File: config.mk
export PLATFORM = sky130hd
export DESIGN_NAME = alert_limit_monitor
export DESIGN_NICKNAME = d
export VERILOG_FILES = /design/src/rtl/alert_pkg.sv /design/src/rtl/limit_cmp.sv /design/src/rtl/flag_reg.sv /design/src/rtl/alert_limit_monitor.sv
export SDC_FILE = /design/constraint.sdc
export NUM_CORES = 1
export LEC_CHECK = 0
export ABC_AREA = 1
export BUFFER_PORTS_ARGS = -buffer_cell sky130_fd_sc_hd__buf_2
export CAP_MARGIN = 10
export CORE_UTILIZATION = 44
export CTS_CLUSTER_DIAMETER = 150
export DETAILED_ROUTE_END_ITERATION = 7
export PLACE_DENSITY = 0.83
export RECOVER_POWER = 100
export REMOVE_ABC_BUFFERS = 1
export SLEW_MARGIN = 5
export SYNTH_ARGS = -nofsm -noshare
export SYNTH_HDL_FRONTEND = slang
export SYNTH_SLANG_ARGS = --single-unit
export TNS_END_PERCENT = 1
File: constraint.sdc
create_clock -name clk_i -period 1.51 [get_ports clk_i]
set_clock_uncertainty 0.2 [all_clocks]
set_input_delay 0.0755 -clock clk_i [delete_from_list [all_inputs] [get_ports clk_i]]
set_output_delay 0.0755 -clock clk_i [all_outputs]
set_load 0.02 [all_outputs]
File: src/rtl/alert_pkg.sv
package alert_pkg;
  localparam int NUM_CH    = 4;
  localparam int CH_SHUNT  = 0;
  localparam int CH_BUS    = 1;
  localparam int CH_TEMP   = 2;
  localparam int CH_PWR    = 3;

  localparam int NUM_LIM   = 6;
  localparam int FL_SH_OV  = 0;
  localparam int FL_SH_UN  = 1;
  localparam int FL_BUS_OV = 2;
  localparam int FL_BUS_UN = 3;
  localparam int FL_TMP_OV = 4;
  localparam int FL_PWR_OV = 5;
  localparam int FL_CNVR   = 6;
  localparam int FL_OVF    = 7;
  localparam int NUM_FLAGS = 8;
endpackage

File: src/rtl/limit_cmp.sv
module limit_cmp #(
  parameter int W         = 16,
  parameter bit IS_SIGNED = 1'b1
) (
  input  logic [W-1:0] a_i,
  input  logic [W-1:0] b_i,
  output logic         gt_o
);
  generate
    if (IS_SIGNED) begin : g_signed
      assign gt_o = $signed(a_i) > $signed(b_i);
    end else begin : g_unsigned
      assign gt_o = a_i > b_i;
    end
  endgenerate
endmodule

File: src/rtl/flag_reg.sv
module flag_reg #(
  parameter int           N       = 1,
  parameter logic [N-1:0] RST_VAL = '0
) (
  input  logic         clk_i,
  input  logic         rst_ni,
  input  logic [N-1:0] set_i,
  input  logic [N-1:0] clr_i,
  output logic [N-1:0] q_o
);
  for (genvar i = 0; i < N; i++) begin : g_bit
    always_ff @(posedge clk_i or negedge rst_ni) begin
      if (!rst_ni)       q_o[i] <= RST_VAL[i];
      else if (set_i[i]) q_o[i] <= 1'b1;  // set beats clear
      else if (clr_i[i]) q_o[i] <= 1'b0;
    end
  end
endmodule

File: src/rtl/alert_limit_monitor.sv
module alert_limit_monitor
  import alert_pkg::*;
#(
  parameter int SHUNT_W   = 16,
  parameter int BUS_W     = 16,
  parameter int BUS_THR_W = 15,
  parameter int TEMP_W    = 12,
  parameter int PWR_W     = 24,
  parameter int PWR_LIM_W = 16
) (
  input  logic                 clk_i,
  input  logic                 rst_ni,
  input  logic                 latch_mode_i,
  input  logic                 use_avg_i,
  input  logic                 cnvr_alert_en_i,
  input  logic                 alert_act_high_i,
  input  logic [NUM_CH-1:0]    raw_stb_i,
  input  logic [NUM_CH-1:0]    avg_stb_i,
  input  logic [SHUNT_W-1:0]   shunt_val_i,
  input  logic [BUS_W-1:0]     bus_val_i,
  input  logic [TEMP_W-1:0]    temp_val_i,
  input  logic [PWR_W-1:0]     pwr_val_i,
  input  logic [SHUNT_W-1:0]   shunt_ovr_thr_i,
  input  logic [SHUNT_W-1:0]   shunt_und_thr_i,
  input  logic [BUS_THR_W-1:0] bus_ovr_thr_i,
  input  logic [BUS_THR_W-1:0] bus_und_thr_i,
  input  logic [TEMP_W-1:0]    temp_ovr_thr_i,
  input  logic [PWR_LIM_W-1:0] pwr_ovr_thr_i,
  input  logic                 conv_done_i,
  input  logic                 conv_start_i,
  input  logic                 math_ovf_i,
  input  logic                 csum_err_i,
  input  logic                 diag_rd_i,
  output logic [NUM_FLAGS-1:0] flags_o,
  output logic                 mem_ok_o,
  output logic                 alert_o
);
  localparam int BUS_PAD = BUS_W - BUS_THR_W;
  localparam int PWR_LSB = PWR_W - PWR_LIM_W;

  logic [NUM_CH-1:0]    stb;
  logic [NUM_LIM-1:0]   viol, lim_stb, lim_set, lim_clr;
  logic [BUS_W-1:0]     bus_ovr_ext, bus_und_ext;
  logic [PWR_W-1:0]     pwr_ovr_ext;
  logic [NUM_FLAGS-1:0] fl_set, fl_clr;
  logic [NUM_LIM-1:0]   lim_q;
  logic                 alert_any;

  assign stb         = use_avg_i ? avg_stb_i : raw_stb_i;
  assign bus_ovr_ext = {{BUS_PAD{1'b0}}, bus_ovr_thr_i};
  assign bus_und_ext = {{BUS_PAD{1'b0}}, bus_und_thr_i};
  // value[hi] > lim  <=>  value > {lim, all-ones low part}
  assign pwr_ovr_ext = {pwr_ovr_thr_i, {PWR_LSB{1'b1}}};

  limit_cmp #(.W(SHUNT_W), .IS_SIGNED(1'b1)) u_sh_ov (
    .a_i(shunt_val_i), .b_i(shunt_ovr_thr_i), .gt_o(viol[FL_SH_OV]));
  limit_cmp #(.W(SHUNT_W), .IS_SIGNED(1'b1)) u_sh_un (
    .a_i(shunt_und_thr_i), .b_i(shunt_val_i), .gt_o(viol[FL_SH_UN]));
  limit_cmp #(.W(BUS_W), .IS_SIGNED(1'b0)) u_bus_ov (
    .a_i(bus_val_i), .b_i(bus_ovr_ext), .gt_o(viol[FL_BUS_OV]));
  limit_cmp #(.W(BUS_W), .IS_SIGNED(1'b0)) u_bus_un (
    .a_i(bus_und_ext), .b_i(bus_val_i), .gt_o(viol[FL_BUS_UN]));
  limit_cmp #(.W(TEMP_W), .IS_SIGNED(1'b1)) u_tmp_ov (
    .a_i(temp_val_i), .b_i(temp_ovr_thr_i), .gt_o(viol[FL_TMP_OV]));
  limit_cmp #(.W(PWR_W), .IS_SIGNED(1'b0)) u_pwr_ov (
    .a_i(pwr_val_i), .b_i(pwr_ovr_ext), .gt_o(viol[FL_PWR_OV]));

  always_comb begin
    lim_stb            = '0;
    lim_stb[FL_SH_OV]  = stb[CH_SHUNT];
    lim_stb[FL_SH_UN]  = stb[CH_SHUNT];
    lim_stb[FL_BUS_OV] = stb[CH_BUS];
    lim_stb[FL_BUS_UN] = stb[CH_BUS];
    lim_stb[FL_TMP_OV] = stb[CH_TEMP];
    lim_stb[FL_PWR_OV] = stb[CH_PWR];
  end

  assign lim_set = lim_stb & viol;
  // latched: only a read clears; transparent: a clean sample clears
  assign lim_clr = latch_mode_i ? {NUM_LIM{diag_rd_i}} : (lim_stb & ~viol);

  always_comb begin
    fl_set                 = '0;
    fl_clr                 = '0;
    fl_set[NUM_LIM-1:0]    = lim_set;
    fl_clr[NUM_LIM-1:0]    = lim_clr;
    fl_set[FL_CNVR]        = conv_done_i;
    fl_clr[FL_CNVR]        = conv_start_i | (latch_mode_i & diag_rd_i);
    fl_set[FL_OVF]         = math_ovf_i;
    fl_clr[FL_OVF]         = conv_start_i;
  end

  flag_reg #(.N(NUM_FLAGS), .RST_VAL('0)) u_flags (
    .clk_i(clk_i), .rst_ni(rst_ni), .set_i(fl_set), .clr_i(fl_clr), .q_o(flags_o));

  flag_reg #(.N(1), .RST_VAL(1'b1)) u_mem (
    .clk_i(clk_i), .rst_ni(rst_ni), .set_i(1'b0), .clr_i(csum_err_i), .q_o(mem_ok_o));

  assign lim_q     = flags_o[NUM_LIM-1:0];
  assign alert_any = (|lim_q) | (cnvr_alert_en_i & flags_o[FL_CNVR]);
  assign alert_o   = alert_act_high_i ? alert_any : ~alert_any;

  assert_latch_hold_R6: assert property (@(posedge clk_i) disable iff (!rst_ni)
    ($past(latch_mode_i) && (|($past(lim_q) & ~lim_q))) |-> $past(diag_rd_i));

  assert_rise_needs_stb_R7: assert property (@(posedge clk_i) disable iff (!rst_ni)
    (|(~$past(lim_q) & lim_q)) |-> (|$past(raw_stb_i | avg_stb_i)));

  assert_cnvr_rise_R9: assert property (@(posedge clk_i) disable iff (!rst_ni)
    $rose(flags_o[FL_CNVR]) |-> $past(conv_done_i));

  assert_ovf_clear_R10: assert property (@(posedge clk_i) disable iff (!rst_ni)
    $fell(flags_o[FL_OVF]) |-> $past(conv_start_i));

  assert_mem_sticky_R11: assert property (@(posedge clk_i) disable iff (!rst_ni)
    !$rose(mem_ok_o));

  assert_alert_idle_R8: assert property (@(posedge clk_i) disable iff (!rst_ni)
    ((lim_q == '0) && !flags_o[FL_CNVR]) |-> (alert_o == !alert_act_high_i));
endmodule

==> qor.csv, run 1 <==
metric;value;unit
worst ir drop on vdd;0.288;mV
vias;3393;
synth warn;0;
XOR/XNOR Fraction of Synth Area;0.307;%
RSZ-0062 raised after global routing;true;
final core occ;65.9;%
final hold slack;0.0369;ns
Final Slew Violations;0;
GRT Residual Overflow;0;
outcome;finished with violations;
critical path peak fanout;3;
post-synthesis compound-gate area fraction;12.1;%
ant diodes;0;
final instance area;4020;µm²
Setup WS post-layout;-0.150;ns
Tightest Pin Transition;0.500;ns
Initial Utilization;46.8;%
Critical Path RT;1.23;ns
clk sink count;9;
top-area cell type share of the netlist area;39.5;%
core box area;6100;µm²
antenna violations before repair;0;
Die ar.;6810;µm²
Peak Freq;602;MHz
flops & latches, synth;9;
clk_lat worst skew;0.23;ns
fraction of layout cells with a size suffix above 1;29.9;%
# H-tree levels;1;
minimum clock period;1.66;ns
# DRC;0;
Seq/Total Area, Yosys;7.94;%
Mapped Area;2850;µm²
crit path DAT;1.38;ns
largest family of logic cells by synthesized area;adder cells;
global-route usage over all layers;21.5;%
CP Launch Type;flip-flop;
Distinct cells, synth;26;
CTS tree;built;
Final Routed Wirelength;7900;µm
number of global-route vias before repair;3081;
Yosys top cell by area;ha_1;
Port Buf Inserts;186;
adder-cell share of the synthesized area;39.5;%
largest net degree at the start of global routing;10;
row cnt;28;
die height;82.5;µm
DRT iter0 DRCs;65;
relative slew slack;66.7;%
post-synthesis mux area share;1.40;%
HPWL Detailed;7400;µm
Worst setup EP type;primary output;
Clock transition at path regs;0.04;ns
simple-gate area share of the yosys netlist;23.5;%
vias per cell;4.73;
Pre-antenna DRT Iters;4;
path type of the worst min-delay path;in2reg;
DR WL/cell;11.0;µm
final setup fails;1;
Leak;2.65;nW
MaxCap Viol Count;0;
CTS Buf Count;3;
first-pass GRT wire length;11600;µm
final hold violations;0;
Post-Syn Instances;444;
Power per Cell Area;398;nW/µm²
CTS root buf;clkbuf_8;
WS Path Type;reg2out;
synth-to-layout area growth;40.8;%
syn avg cell area;6.43;µm²
CTS Buffer Depth;2;
top post-synthesis cells by area;ha_1 (39%), inv_1 (15%), nand2_1 (12%);
nets@finish;911;
overall power;1.60;mW
I/O pin count;187;
DRT antenna net count;0;
fin crit share;110;%
failing checks;setup timing;
placed instance area;3900;µm²
GP Congestion;0.853;
Die Wd;82.5;µm
-- layout by cell type, fill, tap and decap left out, types with 2 or more instances in the layout --
cell type,netlist,routed
nand2_1,93,92
o21ai_1,4,4
buf_4,0,5
mux2i_1,4,4
ha_1,90,90
nand3_1,14,14
clkbuf_1,0,10
a31oi_1,3,3
buf_2,1,176
nor3_1,2,2
nand4_1,9,9
o21ai_0,6,6
dfrtp_1,8,8
nor2_1,41,40
dlygate4sd3_1,0,6
a21oi_1,39,39
inv_1,112,112
a21o_1,4,4
o211ai_1,2,2
clkbuf_8,0,3
clkinv_1,2,2
nand3b_1,2,2
-- report_power, final --
| group | switching [mW] | total (mW) | leakage [nW] | internal, mW |
|---|---|---|---|---|
| Clock | 0.0869 | 0.270 | 0.0228 | 0.183 |
| Sequential | 0.0324 | 0.308 | 0.105 | 0.276 |
| Combinational | 0.530 | 1.02 | 2.53 | 0.489 |
| Total | 0.650 | 1.60 | 2.65 | 0.948 |
-- worst max-delay path, cell delays in order (launching register included) --
cell	delay (ns)
dfrtp_1	0.39
nor2_2	0.14
nand2_2	0.08
a2111oi_4	0.22
xor2_1	0.17
buf_4	0.15
-- registers in the layout, indices dropped and copies added (netlist names) --
register / flops
u_flags.q_o: 8
u_mem.q_o: 1
-- cell families (layout without fill, tap and decap cells) --
kind of cell    after synthesis  in the layout
compound gates               61             61
mux                           4              4
xor+xnor                      1              1
simple gates                163            163
fa+ha+maj                    90             90
flops                         9              9
buf+inv                     116            315
-- per-stage QoR --
step                cells  TNS [ns]  setup WS (ns)
floorplan             443   -0.0171        -0.0171
global placement      708         0        0.00438
detailed placement    708         0         0.0140
CTS                   718    -0.162         -0.162
global route          718    -0.264         -0.264
finish                718    -0.150         -0.150
-- path summary, 6_finish.rpt --
path / from / depth (start not counted) / slack [ns] / endpoint
max in group asynchronous: rst_ni / 2 / 0.61 / u_mem.q_o
min reg2reg: u_mem.q_o / 2 / 0.24 / u_mem.q_o
min in group asynchronous: rst_ni / 2 / 0.15 / u_flags.q_o[6]
max reg2reg: u_flags.q_o[6] / 1 / 0.52 / u_flags.q_o[6]
min: diag_rd_i / 4 / 0.04 / u_flags.q_o[5]
max: u_flags.q_o[3] / 5 / -0.15 / alert_o
-- area by class of cell --
cell class	instances	area [µm²]
Sequential cell	9	226
Timing Repair Buffer	196	1010
Multi-Input combinational cell	319	2210
Inverter	115	432
Tap cell	75	93.8
Fill cell	558	2080
Clock buffer	4	45.0
-- layer usage --
metal	vias up	GRT usage (%)	part of all wire, %
met1	1464	21.9	40
met5	-	0	0
met2	110	45.8	53
li1	1815	-	-
met4	0	1.38	0.58
met3	4	4.18	6.9
-- what timing repair did --
item                                    CTS  global route
hold buffers                              6             0
endpoints found under the setup margin    1             1
buffers inserted                          0             0
gates resized for setup                   4             0
endpoints found under the hold margin    14             0
-- cell usage after synthesis (all sizes together) --
cell type / instances
xor2: 1
nand4: 9
a21o: 4
a2111oi: 1
mux2i: 4
buf: 1
ha: 90
o21ai: 10
dfrtp: 8
o21bai: 1
a31oi: 3
inv: 113
nand3: 14
and2: 1
dfstp: 1
nor3: 2
clkinv: 2
a31o: 1
nand2: 94
nand3b: 2
a21oi: 39
o211ai: 2
nor2: 41
No activity file was read; power rests on OpenSTA's default activity.
==> run 2: changes to the inputs <==
- HOLD_SLACK_MARGIN: unset -> 0.1
==> qor.csv, run 2 (same netlist as run 1, synthesis figures left out) <==
metric;value;unit;change
Clock transition at path regs;0.04;ns;about the same
synth-to-layout area growth;42.2;%;was 40.8%
# H-tree levels;1;;unchanged
# DRC;0;;unchanged
final hold violations;0;;unchanged
Pre-antenna DRT Iters;4;;unchanged
GP Congestion;0.853;;unchanged
Final Routed Wirelength;8040;µm;was 7900 µm
fraction of layout cells with a size suffix above 1;29.7;%;was 29.9%
crit path DAT;1.38;ns;about the same
CTS root buf;clkbuf_8;;unchanged
dpl cells;708;;unchanged
setup bufs post-CTS;0;;unchanged
Peak Freq;603;MHz;was 602 MHz
DRT iter0 DRCs;70;;was 65
path type of the worst min-delay path;in2reg;;unchanged
CTS Buffer Depth;2;;unchanged
max reg flops;8;;unchanged
MaxCap Viol Count;0;;unchanged
Setup WS post-layout;-0.149;ns;was -0.150 ns
Power per Cell Area;396;nW/µm²;was 398 nW/µm²
antenna violations before repair;0;;unchanged
Leak;2.67;nW;was 2.65 nW
vias per cell;4.74;;was 4.73
failing checks;setup timing;;unchanged
clk sink count;9;;unchanged
critical path peak fanout;3;;unchanged
Initial Utilization;46.8;%;unchanged
part of the power in the clock network;16.8;%;was 16.9%
area of the multi-input gates;2210;µm²;unchanged
Critical Path RT;1.23;ns;about the same
register area;226;µm²;unchanged
Pint;955;µW;was 948 µW
HPWL Detailed;7400;µm;unchanged
minimum clock period;1.66;ns;about the same
global-route usage over all layers;21.9;%;was 21.5%
fin crit share;110;%;about the same
Tightest Pin Transition;0.376;ns;was 0.500 ns
count of non-filler cells in the finished layout;722;;was 718
GRT Residual Overflow;0;;unchanged
WS Path Type;reg2out;;unchanged
clk_lat worst skew;0.23;ns;about the same
vias;3423;;was 3,393
Top Registers;u_flags.q_o: 8 flops, u_mem.q_o: 1 flops;;unchanged
largest net degree at the start of global routing;9;;was 10
die height;82.5;µm;unchanged
CTS tree;built;;unchanged
Final Slew Violations;0;;unchanged
RSZ-0062 raised after global routing;true;;unchanged
NetSw;653;µW;was 650 µW
first-pass GRT wire length;11800;µm;was 11,600 µm
Die ar.;6810;µm²;unchanged
worst ir drop on vdd;0.289;mV;was 0.288 mV
final instance area;4060;µm²;was 4020 µm²
Fillers;558;;unchanged
Port Buf Inserts;186;;unchanged
final setup fails;1;;unchanged
Biggest register;u_flags.q_o;;unchanged
row cnt;28;;unchanged
relative slew slack;74.8;%;was 66.7%
most common cell after layout, fill and taps aside;buf_2;;unchanged
most frequent cells in the layout;buf_2 (176), inv_1 (112), nand2_1 (92);;unchanged
sequential share of power;19.2;%;was 19.3%
Net Sw Frac;40.6;%;was 40.7%
Worst setup EP type;primary output;;unchanged
I/O pin count;187;;unchanged
number of global-route vias before repair;3129;;was 3,081
nets@finish;915;;was 911
DR WL/cell;11.1;µm;was 11.0 µm
CP Launch Type;flip-flop;;unchanged
DRT antenna net count;0;;unchanged
ant diodes;0;;unchanged
combinational share of power;64.0;%;was 63.8%
outcome;finished with violations;;unchanged
Die Wd;82.5;µm;unchanged
placed instance area;3900;µm²;unchanged
core box area;6100;µm²;unchanged
CTS Buf Count;3;;unchanged
-- run 2: cell types whose count changed in the layout (fill, tap and decap cells not counted), sizes merged --
cell         previous run  this run
dlygate4sd3             6        10
-- run 2: power groups by stage --
| stage | clock network, mW | registers (mW) | logic, mW |
|---|---|---|---|
| 2_1_floorplan | 0 | 0.345 | 0.521 |
| 3_5_place_dp | 0 | 0.305 | 1.01 |
| 3_3_place_gp | 0 | 0.303 | 0.962 |
| 4_1_cts | 0.284 | 0.307 | 1.05 |
| 6_report | 0.270 | 0.308 | 1.03 |
| 5_1_grt | 0.297 | 0.313 | 1.18 |
-- run 2: through the flow --
stage / hold slack [ns] / power (mW) / setup WS, ns / TNS (ns) / util, %
6_report: 0.0857 / 1.61 / -0.149 / -0.149 / 66.6
5_1_grt: 0.138 / 1.79 / -0.264 / -0.264 / 66.6
4_1_cts: 0.105 / 1.64 / -0.162 / -0.162 / 66.7
3_5_place_dp: -0.257 / 1.31 / 0.0140 / 0 / 64.0
3_3_place_gp: -0.256 / 1.27 / 0.00438 / 0 / 64.0
2_1_floorplan: -0.420 / 0.866 / -0.0171 / -0.0171 / -
-- run 2: worst max-delay path, cell delays in order (launching register included) --
cell       delay, ns
dfrtp_1         0.39
nor2_2          0.14
nand2_2         0.08
a2111oi_4       0.22
xor2_1          0.17
buf_4           0.15
-- run 2: per-layer routing --
layer	share of wire (%)	routed length, µm	up-vias	GRT usage (%)
li1	-	-	1824	-
met1	40	3220	1481	22.3
met2	52	4220	112	46.6
met3	6.6	533	6	4.07
met4	0.77	62	0	1.90
met5	0	0	-	0
-- run 2: path summary, 6_finish.rpt --
| kind | start | end | slack [ns] | depth (start not counted) |
|---|---|---|---|---|
| max in group asynchronous | rst_ni | u_flags.q_o[4] | 0.10 | 3 |
| worst min-delay path | raw_stb_i[2] | u_flags.q_o[4] | 0.09 | 4 |
| worst min register to register | u_mem.q_o | u_mem.q_o | 0.24 | 2 |
| min in group asynchronous | rst_ni | u_mem.q_o | 0.20 | 2 |
| worst max register to register | u_flags.q_o[6] | u_flags.q_o[6] | 0.52 | 1 |
| worst max-delay path | u_flags.q_o[3] | alert_o | -0.15 | 5 |
-- run 2: what timing repair did --
action | in CTS | in global routing
hold endpoints to repair | 18 | 0
setup endpoints to repair | 1 | 1
hold buffers | 10 | 0
gates resized for setup | 4 | 0
-- run 2: cell type report --
| cell class | instances | share of cell area, % |
|---|---|---|
| Clock buffer | 4 | 1.11 |
| Sequential cell | 9 | 5.58 |
| Inverter | 115 | 10.6 |
| Multi-Input combinational cell | 319 | 54.4 |
| Tap cell | 75 | 2.31 |
| Timing Repair Buffer | 200 | 25.9 |
==> run 3: changes to the inputs <==
- BUFFER_PORTS_ARGS: -buffer_cell sky130_fd_sc_hd__buf_2 -> unset
- CORE_UTILIZATION: 44 -> 50
- DONT_BUFFER_PORTS: unset -> 1
- PLACE_DENSITY: 0.83 -> unset
==> qor.csv, run 3 (same netlist as run 1, synthesis figures left out) <==
metric;value;unit;change
largest net degree at the start of global routing;10;;was 9
global-route usage over all layers;22.3;%;was 21.9%
vias per cell;4.99;;was 4.74
relative slew slack;71.6;%;was 74.8%
clk sink count;9;;unchanged
max reg flops;8;;unchanged
Top Registers;u_flags.q_o: 8 flops, u_mem.q_o: 1 flops;;unchanged
DRT antenna net count;0;;unchanged
critical path peak fanout;2;;was 3
I/O pin count;187;;unchanged
antenna violations before repair;0;;unchanged
count of non-filler cells in the finished layout;559;;was 722
CP Launch Type;flip-flop;;unchanged
fin crit share;108;%;was 110%
CTS Buf Count;3;;unchanged
synth-to-layout area growth;18.5;%;was 42.2%
nets@finish;755;;was 915
most common cell after layout, fill and taps aside;inv_1;;was buf_2
Worst setup EP type;primary output;;unchanged
die height;77.6;µm;was 82.5 µm
Tightest Pin Transition;0.424;ns;was 0.376 ns
row cnt;27;;was 28
CP peak stage delay;0.38;ns;was 0.39 ns
GP Congestion;0.789;;was 0.853
Initial Utilization;51.8;%;was 46.8%
Final Slew Violations;0;;unchanged
CTS tree;built;;unchanged
GRT Residual Overflow;0;;unchanged
worst ir drop on vdd;0.252;mV;was 0.289 mV
CP max-delay cell;dfrtp_1;;unchanged
final hold violations;0;;unchanged
failing checks;setup timing;;unchanged
WS Path Type;reg2out;;unchanged
clk_lat worst skew;0.23;ns;about the same
final core occ;61.4;%;was 66.6%
Final Routed Wirelength;6810;µm;was 8040 µm
outcome;finished with violations;;unchanged
final instance area;3380;µm²;was 4060 µm²
number of global-route vias before repair;2795;;was 3,129
overall power;1.41;mW;was 1.61 mW
DP Worst Slack;0.0866;ns;was 0.0140 ns
Clock transition at path regs;0.05;ns;was 0.04 ns
DRT iter0 DRCs;79;;was 70
Die ar.;6010;µm²;was 6810 µm²
Peak Freq;613;MHz;was 603 MHz
ant diodes;0;;unchanged
r2r setup slk;0.38;ns;was 0.52 ns
Port Buf Inserts;0;;was 186
fraction of layout cells with a size suffix above 1;3.49;%;was 29.7%
Leak;2.08;nW;was 2.67 nW
setup tns final;-0.122;ns;was -0.149 ns
vias;2788;;was 3,423
DR WL/cell;12.2;µm;was 11.1 µm
Die Wd;77.6;µm;was 82.5 µm
HPWL Detailed;5970;µm;was 7400 µm
minimum clock period;1.63;ns;was 1.66 ns
most frequent cells in the layout;inv_1 (112), nand2_1 (93), ha_1 (90);;was buf_2 (176), inv_1 (112), nand2_1 (92)
core box area;5510;µm²;was 6100 µm²
MaxCap Viol Count;0;;unchanged
first-pass GRT wire length;11100;µm;was 11,800 µm
Pre-antenna DRT Iters;6;;was 4
placed instance area;3000;µm²;was 3900 µm²
CTS Buffer Depth;2;;unchanged
final hold slack;0.103;ns;was 0.0857 ns
RSZ-0062 raised after global routing;true;;unchanged
crit path DAT;1.36;ns;was 1.38 ns
# DRC;0;;unchanged
path type of the worst min-delay path;in2reg;;unchanged
Setup WS post-layout;-0.122;ns;was -0.149 ns
CTS root buf;clkbuf_8;;unchanged
crit-path cells;nor2_1, nand2_1, a2111oi_4, xor2_1, buf_4;;was nor2_2, nand2_2, a2111oi_4, xor2_1, buf_4
# H-tree levels;1;;unchanged
Critical Path RT;1.23;ns;about the same
Biggest register;u_flags.q_o;;unchanged
final setup fails;1;;unchanged
Power per Cell Area;416;nW/µm²;was 396 nW/µm²
dpl cells;523;;was 708
[run 3: worst paths after layout]
check / from / endpoint / cells past startpoint
max in group asynchronous: rst_ni / u_mem.q_o / 2
worst min register to register: u_mem.q_o / u_mem.q_o / 2
worst min-delay path: bus_val_i[14] / u_flags.q_o[2] / 7
worst max register to register: u_flags.q_o[6] / u_flags.q_o[6] / 2
worst max-delay path: u_flags.q_o[3] / alert_o / 5
min in group asynchronous: rst_ni / u_flags.q_o[4] / 2
[run 3: cell type report]
class	count	area, µm²
Sequential cell	9	226
Tap cell	72	90.1
Fill cell	555	2120
Inverter	115	432
Clock inverter	1	5.00
Clock buffer	3	41.3
Multi-Input combinational cell	319	2210
Timing Repair Buffer	40	375
[run 3: routing by layer]
layer  global-route usage [%]  wire, µm
met4                     4.72        14
met2                     43.0      3460
met3                     5.29       588
met5                        0         0
met1                     24.2      2760
[run 3: repair_timing]
action                     in CTS  in global routing
hold buffers                   32                  0
buffers inserted                0                  0
pin swaps                       0                  0
hold endpoints to repair       18                  0
cloned                          0                  0
setup endpoints to repair       1                  5
gates resized for setup         1                  3
[run 3: power by group]
part / switching (mW) / leakage, nW / internal [mW]
clock: 0.0963 / 0.0255 / 0.180
sequential: 0.0265 / 0.105 / 0.275
combinational: 0.448 / 1.95 / 0.381
total: 0.571 / 2.08 / 0.836
[run 3: critical path: cells and delay by family, from the launching register on]
family | cells | cell delay, ns
AOI/OAI and AO/OA | 1 | 0.22
xor gates and xnor gates | 1 | 0.17
buffers and inverters | 1 | 0.15
DFF | 1 | 0.38
and+or+nand+nor | 2 | 0.20
